==> config.mk <==
export PLATFORM = sky130hd
export DESIGN_NAME = stepclk_ctrl
export DESIGN_NICKNAME = d
export VERILOG_FILES = /design/src/rtl/stepclk_pkg.sv /design/src/rtl/stepclk_sync.sv /design/src/rtl/stepclk_debounce.sv /design/src/rtl/stepclk_fsm.sv /design/src/rtl/stepclk_stretch.sv /design/src/rtl/stepclk_ctrl.sv
export SDC_FILE = /design/constraint.sdc
export NUM_CORES = 1
export LEC_CHECK = 0
export ABC_AREA = 0
export BUFFER_PORTS_ARGS = -buffer_cell sky130_fd_sc_hd__buf_2
export CORE_UTILIZATION = 61
export DETAILED_ROUTE_END_ITERATION = 16
export PLACE_DENSITY = 0.88
export SYNTH_ARGS = -nofsm -noshare
export SYNTH_HDL_FRONTEND = slang
export SYNTH_SLANG_ARGS = --single-unit
==> constraint.sdc <==
create_clock -name clk -period 2.5 [get_ports clk]
set_input_delay 0.375 -clock clk [delete_from_list [all_inputs] [get_ports clk]]
set_output_delay 0.375 -clock clk [all_outputs]
set_load 0.01 [all_outputs]
==> src/rtl/stepclk_pkg.sv <==
package stepclk_pkg;

  // Controller states. Free running and draining keep the target clocked;
  // the three stepping states gate it except while one instruction runs.
  typedef enum logic [2:0] {
    ST_FREE  = 3'd0,
    ST_DRAIN = 3'd1,
    ST_WAIT  = 3'd2,
    ST_RUN1  = 3'd3,
    ST_DONE  = 3'd4
  } step_state_e;

  function automatic logic state_clocks(step_state_e s);
    return (s == ST_FREE) || (s == ST_DRAIN) || (s == ST_RUN1);
  endfunction

endpackage

==> src/rtl/stepclk_sync.sv <==
module stepclk_sync #(
  parameter int STAGES = 2,
  parameter int WIDTH  = 1
) (
  input  logic             clk,
  input  logic             rst_n,
  input  logic [WIDTH-1:0] async_i,
  output logic [WIDTH-1:0] sync_o
);

  logic [WIDTH-1:0] stage_q [STAGES];

  always_ff @(posedge clk) begin
    if (!rst_n) stage_q[0] <= '0;
    else        stage_q[0] <= async_i;
  end

  for (genvar g = 1; g < STAGES; g++) begin : g_stage
    always_ff @(posedge clk) begin
      if (!rst_n) stage_q[g] <= '0;
      else        stage_q[g] <= stage_q[g-1];
    end
  end

  assign sync_o = stage_q[STAGES-1];

endmodule

==> src/rtl/stepclk_debounce.sv <==
module stepclk_debounce #(
  parameter int DEBOUNCE_CYCLES = 200_000
) (
  input  logic clk,
  input  logic rst_n,
  input  logic level_i,
  output logic level_o,
  output logic press_o
);

  localparam int CW = $clog2(DEBOUNCE_CYCLES + 1);
  localparam logic [CW-1:0] LAST = CW'(DEBOUNCE_CYCLES - 1);

  logic [CW-1:0] diff_cnt_q;
  logic          stable_q;
  logic          stable_d1_q;

  // The stable level changes only after the input has disagreed with it
  // for DEBOUNCE_CYCLES consecutive cycles.
  always_ff @(posedge clk) begin
    if (!rst_n) begin
      diff_cnt_q <= '0;
      stable_q   <= 1'b0;
    end else if (level_i == stable_q) begin
      diff_cnt_q <= '0;
    end else if (diff_cnt_q == LAST) begin
      diff_cnt_q <= '0;
      stable_q   <= level_i;
    end else begin
      diff_cnt_q <= diff_cnt_q + 1'b1;
    end
  end

  always_ff @(posedge clk) begin
    if (!rst_n) stable_d1_q <= 1'b0;
    else        stable_d1_q <= stable_q;
  end

  assign level_o = stable_q;
  assign press_o = stable_q & ~stable_d1_q;

endmodule

==> src/rtl/stepclk_fsm.sv <==
module stepclk_fsm
  import stepclk_pkg::*;
(
  input  logic clk,
  input  logic rst_n,
  input  logic mode_step_i,
  input  logic req_i,
  input  logic btn_level_i,
  input  logic boundary_i,
  output logic clk_en_o
);

  step_state_e state_q, state_d;

  always_comb begin
    state_d = state_q;
    if (!mode_step_i) begin
      state_d = ST_FREE;
    end else begin
      unique case (state_q)
        ST_FREE:  state_d = ST_DRAIN;
        ST_DRAIN: if (boundary_i)   state_d = ST_WAIT;
        ST_WAIT:  if (req_i)        state_d = ST_RUN1;
        ST_RUN1:  if (boundary_i)   state_d = ST_DONE;
        ST_DONE:  if (!btn_level_i) state_d = ST_WAIT;
        default:  state_d = ST_FREE;
      endcase
    end
  end

  always_ff @(posedge clk) begin
    if (!rst_n) state_q <= ST_FREE;
    else        state_q <= state_d;
  end

  assign clk_en_o = state_clocks(state_q);

endmodule

==> src/rtl/stepclk_stretch.sv <==
module stepclk_stretch #(
  parameter int STRETCH_CYCLES = 2_000_000
) (
  input  logic clk,
  input  logic rst_n,
  input  logic pulse_i,
  output logic lamp_o
);

  localparam int SW = $clog2(STRETCH_CYCLES + 1);
  localparam logic [SW-1:0] HOLD = SW'(STRETCH_CYCLES);

  logic [SW-1:0] hold_q;

  always_ff @(posedge clk) begin
    if (!rst_n)              hold_q <= '0;
    else if (pulse_i)        hold_q <= HOLD;
    else if (hold_q != '0)   hold_q <= hold_q - 1'b1;
  end

  assign lamp_o = (hold_q != '0);

endmodule

==> src/rtl/stepclk_ctrl.sv <==
module stepclk_ctrl #(
  parameter int SYNC_STAGES     = 2,
  parameter int DEBOUNCE_CYCLES = 200_000,
  parameter int STRETCH_CYCLES  = 2_000_000
) (
  input  logic clk,
  input  logic rst_n,
  input  logic step_mode_i,
  input  logic step_btn_i,
  input  logic instr_done_i,
  output logic tgt_clk_en_o,
  output logic step_led_o
);

  logic [1:0] raw_in;
  logic [1:0] sync_in;
  logic       mode_sync;
  logic       btn_sync;
  logic       btn_level;
  logic       btn_req;

  assign raw_in = {step_mode_i, step_btn_i};
  assign {mode_sync, btn_sync} = sync_in;

  stepclk_sync #(.STAGES(SYNC_STAGES), .WIDTH(2)) u_sync (
    .clk    (clk),
    .rst_n  (rst_n),
    .async_i(raw_in),
    .sync_o (sync_in)
  );

  stepclk_debounce #(.DEBOUNCE_CYCLES(DEBOUNCE_CYCLES)) u_deb (
    .clk    (clk),
    .rst_n  (rst_n),
    .level_i(btn_sync),
    .level_o(btn_level),
    .press_o(btn_req)
  );

  stepclk_fsm u_fsm (
    .clk        (clk),
    .rst_n      (rst_n),
    .mode_step_i(mode_sync),
    .req_i      (btn_req),
    .btn_level_i(btn_level),
    .boundary_i (instr_done_i),
    .clk_en_o   (tgt_clk_en_o)
  );

  stepclk_stretch #(.STRETCH_CYCLES(STRETCH_CYCLES)) u_lamp (
    .clk    (clk),
    .rst_n  (rst_n),
    .pulse_i(tgt_clk_en_o),
    .lamp_o (step_led_o)
  );

endmodule

==> qor_table.md <==
| Result | Reported | Unit |
|:---|:---|:---|
| Synthesized area per cell | 8.90 | um2 |
| Vias in the first global route | 1634 | - |
| Maximum cell stage delay along the critical path | 0.56 | ns |
| Endpoint arrival time on the critical path | 1.97 | ns |
| Tightest slew margin relative to the limit | 0.613 | - |
| Count of flip-flops with a built-in enable after synthesis | 0 | - |
| Final weighted congestion in routability-driven placement | 0.819 | - |
| Commonest non-fill, non-tap cell in the layout | dfxtp_1 | - |
| Sequential share of power | 0.586 | - |
| Family with the most delay on the worst path | simple AND/OR/NAND/NOR gates | - |
| Crit path required time | 2.12 | ns |
| Combinational power share | 0.047 | - |
| Cells taking the most area after synthesis | dfxtp_1, nor2_1, xnor2_1 | - |
| Hold Crit Class | in -> reg | - |
| Fin crit share | 0.937 | - |
| Placeable core region | 3420 | um2 |
| Kind of capture point of the worst setup path | output pin | - |
| Global routing usage summed across all routing layers | 0.230 | - |
| TritonCTS clock tree | yes | - |
| Area enclosed by the die boundary | 3910 | um2 |
| Switching Power | 293 | uW |
| Class of the most critical setup path | reg -> out | - |
| Row cnt | 21 | - |
| Setup Skew | 0.0206 | ns |
| Post-synth top area share | 0.430 | - |
| Number of buffers between clock root and the deepest sink | 2 | - |
| Setup repair after global routing missed its margin | false | - |
| Worst slew pin tran | 0.578 | ns |
| Clock power share | 0.368 | - |
| Status | complete, no violations | - |
| Main flop type after synthesis | dfxtp_1 | - |
| N_diodes | 0 | - |
| Total I/O pin count | 7 | - |
| Count of final setup violators | 0 | - |
| Number of stages on the worst hold path | 2 | - |
| Share of synthesized area occupied by flip-flops and latches | 0.430 | - |
| Clock net sink count | 48 | - |
| Root Buffer Master | clkbuf_4 | - |
| Tmin final | 2.34 | ns |
| Cells after Synth | 251 | - |
| Remaining global-route overflow | 0 | - |
| Cell internal power dissipation | 1040 | uW |
| Terminus of the critical flop-to-flop path | u_lamp.hold_q[6]$_SDFFE_PP0P_ | - |
| Post-synth top area cell | dfxtp_1 | - |
| Layout cell share with drive strength beyond 1 | 0.115 | - |
| Height of the die | 62.5 | um |
| Startpoint of the lowest-slack hold path | step_btn_i | - |
| Maximum clock frequency | 0.427 | GHz |
| Worst-path cell with the longest stage delay | or4_4 | - |
| Total CTS buffers | 5 | - |
| Post-synthesis net count | 259 | - |
| Max-slew violations | 0 | - |
| Startpoint kind of the worst setup timing path | register | - |
| Cell area after synthesis | 2230 | um2 |
| End of the worst hold path | u_sync.stage_q[0][0]$_SDFF_PN0_ | - |
| Switching share of power | 0.219 | - |
| Most frequent cells in the layout | dfxtp_1, nor2_1, xnor2_1, a21oi_1, nand2_1 | - |
| Async set-or-reset flop fraction in the synthesized netlist | 0 | - |
| DRT iter0 DRCs | 150 | - |
| Count of H-tree levels built during CTS | 2 | - |
| Leakage power | 0.000844 | uW |
| Global-route wire length before repair | 7180 | um |
| Final routed wire length divided by cell count | 13.5 | um |
| Die Wd | 62.5 | um |
| Setup TNS | 0 | ns |
| Insertion delay to the later sink of the worst-skew pair | 0.37 | ns |
| Total power | 1340 | uW |
| Reg-to-reg startpoint | u_lamp.hold_q[0]$_SDFFE_PP0P_ | - |
| HPWL after DPL | 2880 | um |
| Port Buf Inserts | 6 | - |
| Number of routed nets with antenna violations | 0 | - |
| Area growth, synth to finish | 7.39 | % |
| Crit path buf inv count | 1 | - |
| Detailed-route DRC error count | 0 | - |
| Highest fanout seen on the critical path | 6 | - |
| DRT Pass-1 Iters | 4 | - |
| Largest net degree at the start of global routing | 19 | - |
| Number of hold-slack violations in the final timing report | 0 | - |
| Reg2reg path depth | 8 | - |
| Total of fill cells in the finished design | 270 | - |
| Yosys reg bits | 48 | - |
| Total power per unit cell area | 557 | nW/um2 |
| Clock-pin slew on the worst setup and hold paths | 0.15 | ns |
| Peak ir drop on the vdd network | 0.359 | mV |
| Via density | 5.84 | - |
| Number of nets in the finished design | 267 | - |
| Antenna violations before repair | 0 | - |
| Cell-by-cell listing of the critical path | or4_4 > and4bb_2 > nand2_2 > buf_2 | - |
| Detailed-route wire length | 4120 | um |
| Count of different cell masters after synthesis | 45 | - |
| Max-cap check violation count | 0 | - |
| Yosys warning count | 0 | - |
| Effective utilization at floorplan | 0.654 | - |
| Routed vias | 1788 | - |
| Sequential cell area | 961 | um2 |
| Multi-input gate area in the final layout | 1210 | um2 |
| Reg-to-reg slack, setup | 0.33 | ns |
==> kinds of logic after synthesis <==
family,Yosys count,synth area share
buffers and inverters,14,0.0319
AND/OR/NAND/NOR,114,0.292
flip-flops,48,0.430
AO/OA/AOI/OAI,46,0.127
XOR/XNOR,25,0.0980
adder cells (fa/ha/maj),3,0.0168
multiplexers,1,0.00504
==> per-stage QoR <==
stage	instance area, um2	util	cells	setup WS [ns]	hold slack, ns
after floorplan	2230	-	251	0.478	0.412
after global placement	2300	0.674	298	0.368	0.414
after detailed placement	2300	0.674	298	0.343	0.422
after CTS	2390	0.701	306	0.0427	0.190
after global routing	2400	0.703	306	0.0718	0.178
final	2400	0.703	306	0.158	0.197
==> power by group through the flow <==
stage / clock (uW) / combinational (uW) / sequential (uW)
6_report: 492 / 62.4 / 783
5_1_grt: 529 / 70.1 / 785
4_1_cts: 501 / 61.5 / 783
3_5_place_dp: 0 / 61.0 / 800
3_3_place_gp: 0 / 59.4 / 799
2_1_floorplan: 0 / 51.0 / 798
==> timing repair <==
item / in CTS / in global routing
hold buffers: 0 / 0
setup buffers: 0 / 0
hold endpoints to repair: 0 / 0
setup endpoints to repair: 0 / 1
gates resized for setup: 0 / 2
==> layout make-up <==
cell class / instances / area share
Timing Repair Buffer: 11 / 0.0282
Clock buffer: 6 / 0.0214
Tap cell: 46 / 0.0240
Sequential cell: 48 / 0.400
Multi-Input combinational cell: 189 / 0.504
Clock inverter: 2 / 0.0162
Inverter: 4 / 0.00626
==> per-layer routing <==
metal  vias up  track usage  routed length [um]
li1        906            -                   -
met1       839        0.286                1970
met2        35        0.382                1960
met3         8       0.0493                 121
met4         0       0.0959                  73
met5         -            0                   0
==> cells in the mapped netlist (all sizes together), types with 5 or more instances <==
| library cell | n |
|---|---|
| or3 | 11 |
| clkbuf | 7 |
| a21oi | 14 |
| nand2 | 14 |
| dfxtp | 48 |
| xnor2 | 14 |
| nor2 | 35 |
| xor2 | 11 |
| and2 | 6 |
| nor4 | 5 |
| nor3 | 8 |
| o21ai | 11 |
| nand3 | 9 |
| o21a | 5 |
==> worst max path at each step <==
stage / start / end / slack (ns) / cells after the start
6_report: u_lamp.hold_q[12]$_SDFFE_PP0P_ / step_led_o / 0.16 / 4
3_3_place_gp: u_lamp.hold_q[0]$_SDFFE_PP0P_ / u_lamp.hold_q[6]$_SDFFE_PP0P_ / 0.37 / 8
3_5_place_dp: u_lamp.hold_q[12]$_SDFFE_PP0P_ / u_lamp.hold_q[18]$_SDFFE_PN0P_ / 0.34 / 5
4_1_cts: u_lamp.hold_q[12]$_SDFFE_PP0P_ / step_led_o / 0.04 / 4
2_1_floorplan: u_lamp.hold_q[4]$_SDFFE_PP0P_ / u_lamp.hold_q[15]$_SDFFE_PN0P_ / 0.48 / 7
5_1_grt: u_lamp.hold_q[7]$_SDFFE_PN0P_ / step_led_o / 0.07 / 4
==> state kept, by name, summed over array words and instances, names as in the netlist <==
register,count
u_deb.diff_cnt_q,18
u_deb.stable_d1_q,1
u_fsm.state_q,3
u_sync.stage_q,4
u_deb.level_o,1
u_lamp.hold_q,21
No activity file was read; power rests on OpenSTA's default activity.
